<file path="config.mk">
export PLATFORM = sky130hd
export DESIGN_NAME = pnl_csr
export DESIGN_NICKNAME = d
export VERILOG_FILES = /design/src/rtl/pnl_csr_pkg.sv /design/src/rtl/pnl_csr_decode.sv /design/src/rtl/pnl_csr_flags.sv /design/src/rtl/pnl_csr_bank.sv /design/src/rtl/pnl_csr.sv
export SDC_FILE = /design/constraint.sdc
export NUM_CORES = 1
export LEC_CHECK = 0
export BUFFER_PORTS_ARGS = -buffer_cell sky130_fd_sc_hd__buf_4
export CAP_MARGIN = 10
export CORE_ASPECT_RATIO = 0.9
export CORE_MARGIN = 2
export CORE_UTILIZATION = 40
export CTS_CLUSTER_SIZE = 25
export DETAILED_ROUTE_END_ITERATION = 16
export GPL_TIMING_DRIVEN = 0
export PLACE_DENSITY = 0.69
export RECOVER_POWER = 100
export SKIP_LAST_GASP = 1
export SYNTH_ARGS = -nofsm -noshare
export SYNTH_HDL_FRONTEND = slang
export SYNTH_HIERARCHICAL = 1
export SYNTH_SLANG_ARGS = --single-unit
</file>
<file path="constraint.sdc">
create_clock -name clk -period 4.3 [get_ports clk]
set_clock_uncertainty 0.05 [all_clocks]
set_input_delay 0.43 -clock clk [delete_from_list [all_inputs] [get_ports clk]]
set_output_delay 0.43 -clock clk [all_outputs]
set_load 0.005 [all_outputs]
</file>
<file path="src/rtl/pnl_csr_pkg.sv">
package pnl_csr_pkg;

  localparam int DATA_W = 32;
  localparam int NREG   = 6;

  // register index; byte offset is index * 4
  typedef enum logic [2:0] {
    IX_CTRL = 3'd0,
    IX_TIM0 = 3'd1,
    IX_TIM1 = 3'd2,
    IX_TIM2 = 3'd3,
    IX_STAT = 3'd4,
    IX_SUBP = 3'd5
  } reg_ix_e;

  // control field positions
  localparam int CB_EN      = 0;
  localparam int CB_MONO    = 1;
  localparam int CB_MASK    = 3;
  localparam int CB_TFT     = 7;
  localparam int CB_MODE    = 20;
  localparam int CB_TFT_HI  = 23;

  // status field positions
  localparam int SB_FRAME   = 0;
  localparam int SB_SYNC    = 2;
  localparam int SB_PAL     = 6;

  localparam logic [DATA_W-1:0] CTRL_KEEP = 32'h01cf_f300;
  localparam logic [DATA_W-1:0] CTRL_ONES = 32'hfe00_0c34;
  localparam logic [DATA_W-1:0] TIM0_ONES = 32'h0000_000f;
  localparam logic [DATA_W-1:0] TIM2_ONES = 32'hfc00_0000;
  localparam logic [DATA_W-1:0] SUBP_KEEP = 32'ha1ff_ffff;

  // load mode in which a disable does not raise frame-done
  localparam logic [1:0] MODE_NO_FRAME = 2'd1;

  typedef struct packed {
    logic       frame;
    logic       pal;
    logic       sync;
  } flag_vec_t;

endpackage

</file>
<file path="src/rtl/pnl_csr_decode.sv">
module pnl_csr_decode
  import pnl_csr_pkg::*;
#(
  parameter int ADDR_W = 8
) (
  input  logic [ADDR_W-1:0] addr,
  output logic [NREG-1:0]   hit
);

  localparam int STRIDE = 4;

  for (genvar g = 0; g < NREG; g++) begin : g_hit
    assign hit[g] = (addr == ADDR_W'(g * STRIDE));
  end

endmodule

</file>
<file path="src/rtl/pnl_csr_flags.sv">
module pnl_csr_flags
  import pnl_csr_pkg::*;
(
  input  logic      clk,
  input  logic      rst,
  input  logic      ctl_wr,
  input  logic      wr_en,
  input  logic [1:0] wr_mode,
  input  logic [1:0] mask,
  input  logic      pal_evt,
  input  logic      sync_evt,
  output logic      en,
  output flag_vec_t flags,
  output logic      irq
);

  logic      en_q, en_n;
  logic      idle_q, idle_n;
  flag_vec_t fl_q, fl_n;

  always_comb begin
    en_n   = en_q;
    idle_n = idle_q;
    fl_n   = fl_q;
    if (ctl_wr && (wr_en != en_q)) begin
      en_n = wr_en;
      if (!wr_en) begin
        fl_n.sync = 1'b0;
        idle_n    = 1'b1;
        if (wr_mode != MODE_NO_FRAME) fl_n.frame = 1'b1;
      end else if (idle_q) begin
        fl_n.frame = 1'b0;
        fl_n.pal   = 1'b0;
        idle_n     = 1'b0;
      end
    end
    // events from the fetch engine take effect after the sequence
    if (pal_evt) fl_n.pal = 1'b1;
    if (sync_evt) begin
      fl_n.sync = 1'b1;
      en_n      = 1'b0;
    end
  end

  always_ff @(posedge clk) begin
    if (rst) begin
      en_q   <= 1'b0;
      idle_q <= 1'b1;
      fl_q   <= '0;
    end else begin
      en_q   <= en_n;
      idle_q <= idle_n;
      fl_q   <= fl_n;
    end
  end

  assign en    = en_q;
  assign flags = fl_q;
  assign irq   = (fl_q.frame & mask[0]) | (fl_q.pal & mask[1]) | fl_q.sync;

  a_r9_disable_clears_sync: assert property (@(posedge clk) disable iff (rst)
    (ctl_wr && !wr_en && en_q && !sync_evt) |=> !fl_q.sync);

  a_r9_disable_sets_frame: assert property (@(posedge clk) disable iff (rst)
    (ctl_wr && !wr_en && en_q && wr_mode != MODE_NO_FRAME) |=> fl_q.frame);

  a_r10_idle_enable_clears: assert property (@(posedge clk) disable iff (rst)
    (ctl_wr && wr_en && !en_q && idle_q && !pal_evt) |=> (!fl_q.frame && !fl_q.pal));

  a_r11_sync_event: assert property (@(posedge clk) disable iff (rst)
    sync_evt |=> (fl_q.sync && !en_q));

  a_r11_pal_event: assert property (@(posedge clk) disable iff (rst)
    pal_evt |=> fl_q.pal);

  a_r5_flags_hold: assert property (@(posedge clk) disable iff (rst)
    (!ctl_wr && !pal_evt && !sync_evt) |=> ($stable(fl_q) && $stable(en_q)));

endmodule

</file>
<file path="src/rtl/pnl_csr_bank.sv">
module pnl_csr_bank
  import pnl_csr_pkg::*;
#(
  parameter int DIM_W = 10
) (
  input  logic              clk,
  input  logic              rst,
  input  logic              wr,
  input  logic              rd,
  input  logic [NREG-1:0]   hit,
  input  logic [DATA_W-1:0] wdata,
  input  logic              en,
  input  flag_vec_t         flags,
  output logic [DATA_W-1:0] rdata,
  output logic [1:0]        mode,
  output logic [1:0]        mask,
  output logic              tft,
  output logic              mono,
  output logic [DIM_W-1:0]  width_m1,
  output logic [DIM_W-1:0]  height_m1,
  output logic [DATA_W-1:0] subpanel
);

  localparam int NTIM = 3;

  logic [1:0]        mode_q, mask_q;
  logic              tft_q, mono_q;
  logic [DATA_W-1:0] keep_q;
  logic [DATA_W-1:0] tim_q [NTIM];
  logic [DATA_W-1:0] subp_q;
  logic [DATA_W-1:0] word [NREG];
  logic [DATA_W-1:0] rd_word;
  logic [DATA_W-1:0] rdata_q;

  always_ff @(posedge clk) begin
    if (rst) begin
      mode_q <= '0;
      mask_q <= '0;
      tft_q  <= 1'b0;
      mono_q <= 1'b0;
      keep_q <= '0;
    end else if (wr && hit[IX_CTRL]) begin
      mode_q <= wdata[CB_MODE +: 2];
      mask_q <= wdata[CB_MASK +: 2];
      tft_q  <= wdata[CB_TFT];
      mono_q <= wdata[CB_MONO];
      keep_q <= wdata & CTRL_KEEP;
    end
  end

  for (genvar g = 0; g < NTIM; g++) begin : g_tim
    always_ff @(posedge clk) begin
      if (rst)                               tim_q[g] <= '0;
      else if (wr && hit[int'(IX_TIM0) + g]) tim_q[g] <= wdata;
    end
  end

  always_ff @(posedge clk) begin
    if (rst)                     subp_q <= '0;
    else if (wr && hit[IX_SUBP]) subp_q <= wdata & SUBP_KEEP;
  end

  always_comb begin
    word[IX_CTRL] = CTRL_ONES | keep_q
                  | (DATA_W'(tft_q)  << CB_TFT_HI)
                  | (DATA_W'(mode_q) << CB_MODE)
                  | (DATA_W'(tft_q)  << CB_TFT)
                  | (DATA_W'(mask_q) << CB_MASK)
                  | (DATA_W'(mono_q) << CB_MONO)
                  | (DATA_W'(en)     << CB_EN);
    word[IX_TIM0] = tim_q[0] | TIM0_ONES;
    word[IX_TIM1] = tim_q[1];
    word[IX_TIM2] = tim_q[2] | TIM2_ONES;
    word[IX_STAT] = (DATA_W'(flags.pal)   << SB_PAL)
                  | (DATA_W'(flags.sync)  << SB_SYNC)
                  | (DATA_W'(flags.frame) << SB_FRAME);
    word[IX_SUBP] = subp_q;
    rd_word = '0;
    for (int i = 0; i < NREG; i++) begin
      rd_word = rd_word | ({DATA_W{hit[i]}} & word[i]);
    end
  end

  always_ff @(posedge clk) begin
    if (rst)     rdata_q <= '0;
    else if (rd) rdata_q <= rd_word;
  end

  assign rdata     = rdata_q;
  assign mode      = mode_q;
  assign mask      = mask_q;
  assign tft       = tft_q;
  assign mono      = mono_q;
  assign width_m1  = tim_q[0][DIM_W-1:0];
  assign height_m1 = tim_q[1][DIM_W-1:0];
  assign subpanel  = subp_q;

  a_r2_ctrl_ones: assert property (@(posedge clk) disable iff (rst)
    (rd && hit[IX_CTRL]) |=> ((rdata & CTRL_ONES) == CTRL_ONES));

  a_r6_subp_cleared_bits: assert property (@(posedge clk) disable iff (rst)
    (wr && hit[IX_SUBP]) |=> ((subpanel & ~SUBP_KEEP) == '0));

  a_r7_stray_write: assert property (@(posedge clk) disable iff (rst)
    (wr && hit == '0) |=> ($stable(subpanel) && $stable(width_m1)
                           && $stable(height_m1) && $stable(mode)));

  a_r13_rdata_hold: assert property (@(posedge clk) disable iff (rst)
    !rd |=> $stable(rdata));

endmodule

</file>
<file path="src/rtl/pnl_csr.sv">
module pnl_csr
  import pnl_csr_pkg::*;
#(
  parameter int ADDR_W = 8,
  parameter int DIM_W  = 10
) (
  input  logic              clk,
  input  logic              rst,
  input  logic              bus_wr,
  input  logic              bus_rd,
  input  logic [ADDR_W-1:0] bus_addr,
  input  logic [31:0]       bus_wdata,
  output logic [31:0]       bus_rdata,
  input  logic              pal_evt,
  input  logic              sync_evt,
  output logic              irq,
  output logic              cfg_enable,
  output logic [1:0]        cfg_load_mode,
  output logic              cfg_tft,
  output logic              cfg_mono,
  output logic [DIM_W-1:0]  cfg_width_m1,
  output logic [DIM_W-1:0]  cfg_height_m1,
  output logic [31:0]       cfg_subpanel
);

  logic [NREG-1:0] hit;
  logic [1:0]      mask;
  logic            en;
  flag_vec_t       flags;

  pnl_csr_decode #(.ADDR_W(ADDR_W)) u_dec (
    .addr (bus_addr),
    .hit  (hit)
  );

  pnl_csr_flags u_flags (
    .clk      (clk),
    .rst      (rst),
    .ctl_wr   (bus_wr && hit[IX_CTRL]),
    .wr_en    (bus_wdata[CB_EN]),
    .wr_mode  (bus_wdata[CB_MODE +: 2]),
    .mask     (mask),
    .pal_evt  (pal_evt),
    .sync_evt (sync_evt),
    .en       (en),
    .flags    (flags),
    .irq      (irq)
  );

  pnl_csr_bank #(.DIM_W(DIM_W)) u_bank (
    .clk       (clk),
    .rst       (rst),
    .wr        (bus_wr),
    .rd        (bus_rd),
    .hit       (hit),
    .wdata     (bus_wdata),
    .en        (en),
    .flags     (flags),
    .rdata     (bus_rdata),
    .mode      (cfg_load_mode),
    .mask      (mask),
    .tft       (cfg_tft),
    .mono      (cfg_mono),
    .width_m1  (cfg_width_m1),
    .height_m1 (cfg_height_m1),
    .subpanel  (cfg_subpanel)
  );

  assign cfg_enable = en;

  a_r8_irq_drops: assert property (@(posedge clk) disable iff (rst)
    (bus_wr && hit[IX_CTRL] && bus_wdata[4:3] == 2'b00 && !flags.sync
     && !sync_evt && !en) |=> !irq);

endmodule

</file>
==> results.ini <==
[clocking]
path_clk_slew_ns=0.07
cts_sinks=173
postCtsSetupRepairBufs=0
cts_buffers=17
cts_resized=0
tritoncts=built
insertion_delay_ns=0.44
cts_buffer_depth=2
cts-hold-fix-buffers=0
htreeDepth=4
clockRootBuffer=clkbuf_16

[die]
ios=136
initial_core_util_pct=40.9
die_area_sq_um=19100
core-area_sq_um=17600
die_x_um=145
rows=46
dieHeight_um=131

[yosys]
yosysSeqAreaShare_pct=60.6
synth_mux_area_share_pct=0.139
synth_ff_type=edfxtp_1
synth_top_family_by_area=simple AND/OR/NAND/NOR gates
synth_compound_area_share_pct=14.3
synthAdderAreaFrac_pct=0
avgSynthCellArea_sq_um=11.0
synth_edf_count=90
ys_ff_latch=173
synth_top_area_cell=edfxtp_1
ys.warnings.count=6
async_flop_share_pct=0
synth_cells=653
synth.cell_area_sq_um=7200
synth_cell_types=43
synth_xor_area_share_pct=0
synthSimpleGateAreaFrac_pct=18.2
yosys-top-cells-area=edfxtp_1, dfxtp_1, and3_1
synth_top_area_share_pct=37.5

[worst_setup_path]
r2r_slack_ns=3.17
crit_buf_inv=3
crit_type=input pin to flip-flop
critPathMaxStageDelay_ns=0.82
cp_cell_sequence=clkbuf_1, or4_1, nor4_1, clkbuf_1, clkbuf_1, a21o_2
critPathMaxFanout=32
slowest_stage=a21o_2
path_delay_family=buffers and inverters
critPathCaptureType=flip-flop
cp.required_ns=4.30
cpMostUsedCell=clkbuf_1
cp-start-kind=input pin
arrival_ns=3.38

[drt]
routedWlPerCell_um=21.6
vias_per_cell=5.76
ant_nets=0
vias=6099
initialDrtViolationCount=854
drt_wl_total_um=22900
drc=0
dr.pass1.iters=5

[sta]
tns_ns=0
worst_slack_ns=0.927
setup_viol=0
tightest_slew_ns=0.949
fin_crit_sh_pct=78.4
post-route-min-period_ns=3.37
finalHoldViolCount=0
rsz0062_at_grt=false
fmaxAchievable_ghz=0.297
maxSlewViolCount=0
slew_headroom_pct=36.8

[placed_design]
port_buffers=129
finalWeightedCongestion=0.846
dp.final_hpwl_um=15100
dpl-instance-area_sq_um=8490
pre_cts_ws_ns=0.770

[global_routing]
grt_pass1_vias=5705
grt_max_degree=33
antenna_found_initial=0
overflow=0
grt_pass1_wl_um=33800
grtUsageTotal_pct=23.6

[finish]
multiInputGateArea_sq_um=2330
nets=852
final_common_cell=nand2_1
seqCellArea_sq_um=4360
layout_common_cells=nand2_1, and3_1, edfxtp_1, dfxtp_1, clkbuf_4
antenna_cells=0
nFillCells=1644
syn_to_final_growth_pct=25.5
drive_gt1_share_pct=25.4
fin_area_sq_um=9040

[outcome]
status=completed

[worst_hold_path]
hold_class=input pin to flip-flop

[run]
max-cap-violations=0

[power_and_ir_drop]
power.density_nw_per_um2=404
totalPowerFinal_mw=3.65
ir_drop_mv=0.280
power_leakage_nw=3.60

## final timing paths
path / from / endpoint / cells after the start
worst max-delay path: bus_addr[4] / u_bank/tim_q[1][13] / 6
worst min-delay path: sync_evt / u_flags/en / 2
worst max register to register: u_flags/en / u_bank/rdata[0] / 3
worst min register to register: u_bank/keep_q[9] / u_bank/keep_q[9] / 2
## area by class of cell
cell class                      instances  share of cell area (%)
Timing Repair Buffer                  130                    10.7
Clock inverter                         10                    1.54
Sequential cell                       173                    48.3
Buffer                                 84                    5.01
Tap cell                              240                    3.32
Clock buffer                           22                    5.25
Inverter                                2                  0.0831
Multi-Input combinational cell        398                    25.8
## registers in the layout, indices dropped and copies added, names as in the netlist
| name | count |
|---|---|
| u_bank/mode | 2 |
| u_bank/mono | 1 |
| u_bank/rdata | 32 |
| u_flags/flags | 3 |
| u_bank/mask | 2 |
| u_bank/tim_q | 90 |
| u_bank/tft | 1 |
| u_flags/idle_q | 1 |
| u_bank/subpanel | 27 |
| u_bank/keep_q | 13 |
| u_flags/en | 1 |
## synth_stat cells (2+ instances only)
| cell type | n |
|---|---|
| nand2_1 | 102 |
| buf_2 | 19 |
| a311oi_1 | 25 |
| nor2_1 | 31 |
| inv_1 | 2 |
| a21oi_1 | 46 |
| nand2_2 | 2 |
| clkbuf_2 | 8 |
| dfxtp_1 | 83 |
| buf_4 | 33 |
| and4b_2 | 3 |
| nor2b_1 | 8 |
| nor4_1 | 2 |
| nand2b_1 | 3 |
| a222oi_1 | 25 |
| nor3_1 | 9 |
| a221oi_1 | 2 |
| edfxtp_1 | 90 |
| a22oi_1 | 17 |
| a221oi_2 | 4 |
| a21o_1 | 3 |
| and3_1 | 90 |
| and2_1 | 3 |
| a22o_1 | 3 |
| clkbuf_1 | 22 |
## per-layer routing
metal	track usage [%]	wire, um	vias to the layer above
li1	-	-	2712
met1	32.4	9390	2901
met2	35.5	10200	425
met3	5.76	2530	61
met4	9.97	731	0
met5	0	0	-
## power breakdown
part	internal (mW)	switching [mW]
registers	1.80	0.0289
logic	0.0991	0.130
clock network	0.960	0.634
total	2.85	0.793
## stage by stage
| step | hold WS (ns) | util [%] | std cells |
|---|---|---|---|
| 2_1_floorplan | 0.383 | - | 657 |
| 4_1_cts | 0.0998 | 51.7 | 1058 |
| 3_3_place_gp | 0.392 | 48.2 | 1026 |
| 6_report | 0.119 | 51.3 | 1059 |
| 5_1_grt | 0.112 | 51.3 | 1059 |
| 3_5_place_dp | 0.398 | 48.2 | 1026 |
## cells by family after synthesis
family          after synthesis
compound gates              133
flops                       173
mux                           1
buf+inv                      86
simple gates                259
other cells                   1
Power figures use the tool's default switching activity.
